<file path="src/rtl/gpio_retain_pkg.sv">
// Package: shared register-kind encoding for the GPIO retention bank.
// Assumes the register kind occupies the two low address bits.
package gpio_retain_pkg;

    localparam int KIND_W = 2;

    typedef enum logic [KIND_W-1:0] {
        KIND_LEVEL = 2'd0,
        KIND_DIR   = 2'd1,
        KIND_FSEL  = 2'd2,
        KIND_RSVD  = 2'd3
    } reg_kind_e;

endpackage

</file>
<file path="src/rtl/gpio_rst_sync.sv">
// Reset synchronizer: asserts its output as soon as arst_n falls, and releases it
// after two rising clock edges. Assumes arst_n may change at any time.
module gpio_rst_sync (
    input  logic clk,
    input  logic arst_n,
    output logic srst_n
);

    logic stage1_q;
    logic stage2_q;

    // Two-stage shift of a constant 1, cleared asynchronously.
    always_ff @(posedge clk or negedge arst_n) begin
        if (!arst_n) begin
            stage1_q <= 1'b0;
            stage2_q <= 1'b0;
        end else begin
            stage1_q <= 1'b1;
            stage2_q <= stage1_q;
        end
    end

    assign srst_n = stage2_q;

endmodule

</file>
<file path="src/rtl/gpio_bus_dec.sv">
// Register bus decoder: splits the address into port index and register kind.
// It produces per-port write strobes, gated by wr_ok, and muxes the read data.
// Assumes a port index of NPORTS or more is unmapped and reads as zero.
module gpio_bus_dec
    import gpio_retain_pkg::*;
#(
    parameter int NPORTS = 8,
    parameter int WIDTH  = 8
) (
    input  logic                           bus_we,
    input  logic                           wr_ok,
    input  logic [$clog2(NPORTS)+KIND_W-1:0] bus_addr,
    input  logic [NPORTS-1:0][WIDTH-1:0]   level_q,
    input  logic [NPORTS-1:0][WIDTH-1:0]   dir_q,
    input  logic [NPORTS-1:0][WIDTH-1:0]   fsel_q,
    output logic [NPORTS-1:0]              we_level,
    output logic [NPORTS-1:0]              we_dir,
    output logic [NPORTS-1:0]              we_fsel,
    output logic [WIDTH-1:0]               bus_rdata
);

    localparam int IDX_W = $clog2(NPORTS);

    reg_kind_e        kind;
    logic [IDX_W-1:0] idx;
    logic             idx_valid;

    assign kind      = reg_kind_e'(bus_addr[KIND_W-1:0]);
    assign idx       = bus_addr[IDX_W+KIND_W-1:KIND_W];
    assign idx_valid = (32'(idx) < NPORTS);

    // Write strobe per port and register kind.
    always_comb begin
        we_level = '0;
        we_dir   = '0;
        we_fsel  = '0;
        if (bus_we && wr_ok && idx_valid) begin
            case (kind)
                KIND_LEVEL: we_level[idx] = 1'b1;
                KIND_DIR:   we_dir[idx]   = 1'b1;
                KIND_FSEL:  we_fsel[idx]  = 1'b1;
                default:    ;
            endcase
        end
    end

    // Read-back mux of the addressed register.
    always_comb begin
        bus_rdata = '0;
        if (idx_valid) begin
            case (kind)
                KIND_LEVEL: bus_rdata = level_q[idx];
                KIND_DIR:   bus_rdata = dir_q[idx];
                KIND_FSEL:  bus_rdata = fsel_q[idx];
                default:    bus_rdata = '0;
            endcase
        end
    end

endmodule

</file>
<file path="src/rtl/gpio_port_regs.sv">
// One GPIO port: the level, direction and function-select registers plus the pin model.
// RETAIN selects which reset clears the port: only the cold reset, or either reset.
// Assumes both reset inputs are already synchronized on release.
module gpio_port_regs #(
    parameter int WIDTH  = 8,
    parameter bit RETAIN = 1'b0
) (
    input  logic             clk,
    input  logic             cold_sn,
    input  logic             any_sn,
    input  logic             we_level,
    input  logic             we_dir,
    input  logic             we_fsel,
    input  logic [WIDTH-1:0] wdata,
    output logic [WIDTH-1:0] level_q,
    output logic [WIDTH-1:0] dir_q,
    output logic [WIDTH-1:0] fsel_q,
    output logic [WIDTH-1:0] pin_out,
    output logic [WIDTH-1:0] pin_oe
);

    logic port_rst_n;

    // Pick the reset policy for this port.
    generate
        if (RETAIN) begin : g_keep
            assign port_rst_n = cold_sn;
        end else begin : g_clear
            assign port_rst_n = any_sn;
        end
    endgenerate

    // Register storage, cleared by the selected reset.
    always_ff @(posedge clk or negedge port_rst_n) begin
        if (!port_rst_n) begin
            level_q <= '0;
            dir_q   <= '0;
            fsel_q  <= '0;
        end else begin
            if (we_level) level_q <= wdata;
            if (we_dir)   dir_q   <= wdata;
            if (we_fsel)  fsel_q  <= wdata;
        end
    end

    // Pin model: drive only output pins that are still in GPIO use.
    always_comb begin
        pin_oe  = dir_q & ~fsel_q;
        pin_out = level_q & pin_oe;
    end

endmodule

</file>
<file path="src/rtl/gpio_retain_bank.sv">
// Top level of the GPIO bank. It synchronizes both resets on release, decodes the
// register bus, and holds NPORTS port register sets. Ports set in RETAIN_MASK
// survive a warm reset. Assumes the resets are glitch-free when asserted.
module gpio_retain_bank
    import gpio_retain_pkg::*;
#(
    parameter int               NPORTS      = 8,
    parameter int               WIDTH       = 8,
    parameter logic [NPORTS-1:0] RETAIN_MASK = 8'b1000_0010
) (
    input  logic                             clk,
    input  logic                             cold_rst_n,
    input  logic                             warm_rst_n,
    input  logic                             bus_we,
    input  logic [$clog2(NPORTS)+KIND_W-1:0] bus_addr,
    input  logic [WIDTH-1:0]                 bus_wdata,
    output logic [WIDTH-1:0]                 bus_rdata,
    output logic [NPORTS*WIDTH-1:0]          pin_out,
    output logic [NPORTS*WIDTH-1:0]          pin_oe
);

    logic cold_sn;
    logic any_sn;
    logic any_raw_n;

    logic [NPORTS-1:0][WIDTH-1:0] level_q;
    logic [NPORTS-1:0][WIDTH-1:0] dir_q;
    logic [NPORTS-1:0][WIDTH-1:0] fsel_q;
    logic [NPORTS-1:0]            we_level;
    logic [NPORTS-1:0]            we_dir;
    logic [NPORTS-1:0]            we_fsel;

    // Combined raw reset: low while either source is low.
    assign any_raw_n = cold_rst_n & warm_rst_n;

    gpio_rst_sync i_cold_sync (
        .clk    (clk),
        .arst_n (cold_rst_n),
        .srst_n (cold_sn)
    );

    gpio_rst_sync i_any_sync (
        .clk    (clk),
        .arst_n (any_raw_n),
        .srst_n (any_sn)
    );

    gpio_bus_dec #(
        .NPORTS (NPORTS),
        .WIDTH  (WIDTH)
    ) i_dec (
        .bus_we    (bus_we),
        .wr_ok     (any_sn),
        .bus_addr  (bus_addr),
        .level_q   (level_q),
        .dir_q     (dir_q),
        .fsel_q    (fsel_q),
        .we_level  (we_level),
        .we_dir    (we_dir),
        .we_fsel   (we_fsel),
        .bus_rdata (bus_rdata)
    );

    generate
        for (genvar p = 0; p < NPORTS; p++) begin : g_port
            gpio_port_regs #(
                .WIDTH  (WIDTH),
                .RETAIN (RETAIN_MASK[p])
            ) i_port (
                .clk      (clk),
                .cold_sn  (cold_sn),
                .any_sn   (any_sn),
                .we_level (we_level[p]),
                .we_dir   (we_dir[p]),
                .we_fsel  (we_fsel[p]),
                .wdata    (bus_wdata),
                .level_q  (level_q[p]),
                .dir_q    (dir_q[p]),
                .fsel_q   (fsel_q[p]),
                .pin_out  (pin_out[p*WIDTH +: WIDTH]),
                .pin_oe   (pin_oe[p*WIDTH +: WIDTH])
            );
        end
    endgenerate

endmodule

</file>
<file path="config.mk">
export PLATFORM = sky130hd
export DESIGN_NAME = gpio_retain_bank
export DESIGN_NICKNAME = d
export VERILOG_FILES = /design/src/rtl/gpio_retain_pkg.sv /design/src/rtl/gpio_rst_sync.sv /design/src/rtl/gpio_bus_dec.sv /design/src/rtl/gpio_port_regs.sv /design/src/rtl/gpio_retain_bank.sv
export SDC_FILE = /design/constraint.sdc
export NUM_CORES = 1
export LEC_CHECK = 0
export CAP_MARGIN = 20
export CORE_MARGIN = 3
export CORE_UTILIZATION = 55
export DETAILED_ROUTE_END_ITERATION = 10
export PLACE_DENSITY = 0.81
export SYNTH_ARGS = -nofsm -noshare
export SYNTH_HDL_FRONTEND = slang
export SYNTH_SLANG_ARGS = --single-unit
</file>
<file path="constraint.sdc">
create_clock -name clk -period 5.95 [get_ports clk]
set_clock_uncertainty 0.05 [all_clocks]
set_input_delay 1.785 -clock clk [delete_from_list [all_inputs] [get_ports clk]]
set_output_delay 1.785 -clock clk [all_outputs]
set_load 0.1 [all_outputs]
</file>
==> flow_summary_export.csv <==
group,metric,value,unit
logic_synthesis,synthArstFlopShare,100,%
routing,dr.pass1.iters,6,
sta,hold_violations,0,
min_path,min_path_type,"flop to flop",
critical_path,worstReg2RegEnd,"g_port[3].i_port.level_q[5]",
sta,post-route-min-period,5.71,ns
power_and_ir_drop,leakagePower,5.58,nW
logic_synthesis,syn_avg_cell_area,13.5,µm²
cts,htreeDepth,4,
sta,finalSetupTns,0,ns
cts,cts_setup_buffers,0,
status,status,"completed",
logic_synthesis,synth_cells,734,
critical_path,r2r-start,"i_any_sync.srst_n",
floorplanning,rows,48,
routing,drt_wl_total,27700,µm
cells_and_area,nFillCells,1185,
sta,fmax,0.175,GHz
critical_path,cp_data_arrival_time,3.87,ns
logic_synthesis,synth-simple-area-share,13.5,%
floorplanning,initial_core_util,56.8,%
cts,cts_tree,"built",
global_route,grt_pass1_vias,7367,
routing,wl_per_cell,24.6,µm
global_route,grt_max_degree,78,
routing,drc,0,
cells_and_area,area_delta_synth_final,25.2,%
critical_path,crit_end,"bus_rdata[6]",
routing,drtIter0Drc,539,
power_and_ir_drop,powerDensity,335,nW/µm²
sta,slew_headroom,33.4,%
cells_and_area,drive_gt1_share,35.4,%
cells_and_area,num_antenna_cells,0,
logic_synthesis,synth_compound_gate_area_share,3.70,%
sta,min_period_over_period,95.9,%
floorplanning,die_w,140,µm
logic_synthesis,synth-edff-count,0,
sta,setup_violations,0,
critical_path,reg2reg_slack,3.03,ns
cells_and_area,final_nets,905,
logic_synthesis,synth_flop_cell,"dfrtp_1",
cts,holdBufCountCts,0,
logic_synthesis,synth.distinct_cells,44,
global_route,grt_use_total,28.9,%
logic_synthesis,yosysSeqAreaShare,49.4,%
cts,cts-root-buf,"clkbuf_16",
cts,cts_buffers,17,
routing,vias,7005,
logic_synthesis,synth_top_family_by_area,"multiplexers",
cts,clock_sinks,196,
floorplanning,fp.dieH,140,µm
cts,clk_path_buf_depth,2,
placed_design,hpwl,19600,µm
global_route,grt-ovfl-total,0,
critical_path,crit_start,"bus_addr[4]",
routing,viasPerCell,6.22,
floorplanning,core-area,17500,µm²
logic_synthesis,yosys.area_share.adder,0,%
min_path,min_path_cells,0,
critical_path,start_kind,"input port",
logic_synthesis,netlist_area,9930,µm²
sta,slew_viol_final,0,
logic_synthesis,yosys_warnings,0,
cts,ctsResizeCount,0,
floorplanning,ios,153,
placed_design,place.gp.congestion,0.853,
critical_path,endpoint_kind,"output port",
critical_path,critPathMaxFanout,16,
sta,rsz0062_at_grt,"false",
cells_and_area,final_common_cell,"mux2_2",
floorplanning,dieArea,19700,µm²
critical_path,reg2reg_depth,3,
logic_synthesis,synth_mux_area_share,31.3,%
placed_design,port_buffers,152,
routing,ant_nets,0,
logic_synthesis,synth-xor-area-share,0,%
critical_path,critPathKind,"input port to output port",
cts,clk_latency,0.44,ns
cells_and_area,layout_common_cells,"196 x mux2_2, 194 x dfrtp_1, 142 x clkdlybuf4s50_1",
sta,fin_ws,0.243,ns
placed_design,place_ws,0.280,ns
logic_synthesis,ys_seq_elements,196,
critical_path,worstPathRequired,4.12,ns
cts,clk_pin_slew,0.07,ns
sta,tightest_slew,0.997,ns
global_route,antenna_found_initial,0,
job,max_cap_viol_count,0,
global_route,grt_pass1_wl,43000,µm
power_and_ir_drop,irDropWorstVdd,206,µV
## worst min path at each step
stage	slack (ns)	startpoint	endpoint
finish	0.30	i_cold_sync.stage1_q	i_cold_sync.srst_n
global placement	0.29	i_cold_sync.stage1_q	i_cold_sync.srst_n
detailed placement	0.29	i_cold_sync.stage1_q	i_cold_sync.srst_n
CTS	0.31	i_cold_sync.stage1_q	i_cold_sync.srst_n
global route	0.32	i_cold_sync.stage1_q	i_cold_sync.srst_n
floorplan	0.28	i_any_sync.stage1_q	i_any_sync.srst_n
## Yosys cell counts (2+ instances only)
master,number,area share (%)
dfrtp_1,196,49
mux2_2,196,22
nor2b_1,73,4.6
and2_1,67,4.2
mux4_2,27,6.1
clkbuf_1,19,0.72
buf_2,12,0.60
nor2_1,12,0.45
a221oi_1,11,0.97
mux2i_1,11,1.1
a22oi_1,10,0.76
nand2_1,10,0.38
a21oi_1,9,0.45
o21ai_0,7,0.35
mux4_1,6,1.6
nand2_2,6,0.38
nand3_2,6,0.60
nor2_2,6,0.38
nor3_4,6,0.98
buf_4,5,0.38
a32oi_1,4,0.35
nand3_1,4,0.20
and3_1,3,0.19
o211ai_1,3,0.23
a2111oi_0,2,0.18
a22o_1,2,0.18
buf_6,2,0.23
nand3_4,2,0.35
nor3_1,2,0.10
## critical path, cell delays in order
cell and delay, ns:
clkdlybuf4s50_1 0.57, buf_4 0.25, and2b_1 0.24, a221oi_1 0.30
nor2_1 0.08, o21ai_0 0.23, nand3_1 0.20, buf_12 0.22
## sequential cells by signal (all words and copies together) (netlist names)
signal	cells
i_any_sync.srst_n	1
i_cold_sync.stage1_q	1
g_port.i_port.fsel_q	64
g_port.i_port.level_q	64
i_cold_sync.srst_n	1
i_any_sync.stage1_q	1
g_port.i_port.dir_q	64
## through the flow
| stage | hold WS (ns) | total power, mW | util, % | cell area (µm²) | cells |
|---|---|---|---|---|---|
| floorplan | 0.281 | 2.58 | - | 9950 | 735 |
| global placement | 0.287 | 2.88 | 67.4 | 11800 | 1094 |
| detailed placement | 0.290 | 2.92 | 67.4 | 11800 | 1094 |
| CTS | 0.306 | 4.18 | 71.1 | 12400 | 1126 |
| global route | 0.321 | 4.30 | 71.1 | 12400 | 1126 |
| finish | 0.303 | 4.17 | 71.1 | 12400 | 1126 |
## area by class of cell
cell class	count	area, µm²	area share [%]
sequential	196	4910	39.5
clock buffer	20	457	3.67
clock inverter	12	201	1.62
tap	225	282	2.26
multi-input combinational	499	4830	38.8
inverter	1	3.75	0.0302
timing repair buffer	173	1750	14.1
## metal layers
metal / track usage (%) / vias to the layer above / wire length [µm]
met4: 10.7 / 0 / 822
met2: 47.2 / 341 / 13500
met5: 0 / - / 0
met1: 37.6 / 3628 / 11000
li1: - / 2979 / -
met3: 7.34 / 57 / 2380
## kinds of logic after synthesis
kind of cell | Yosys count
mux | 241
simple gates | 205
flops | 196
compound gates | 51
buf+inv | 40
other cells | 1
## where the power goes
part,internal [mW],leakage [nW],switching [mW]
clock,0.769,0.305,0.502
sequential,1.50,2.60,0.153
combinational,0.400,2.67,0.844
total,2.67,5.58,1.50
No activity file was read; power rests on OpenSTA's default activity.
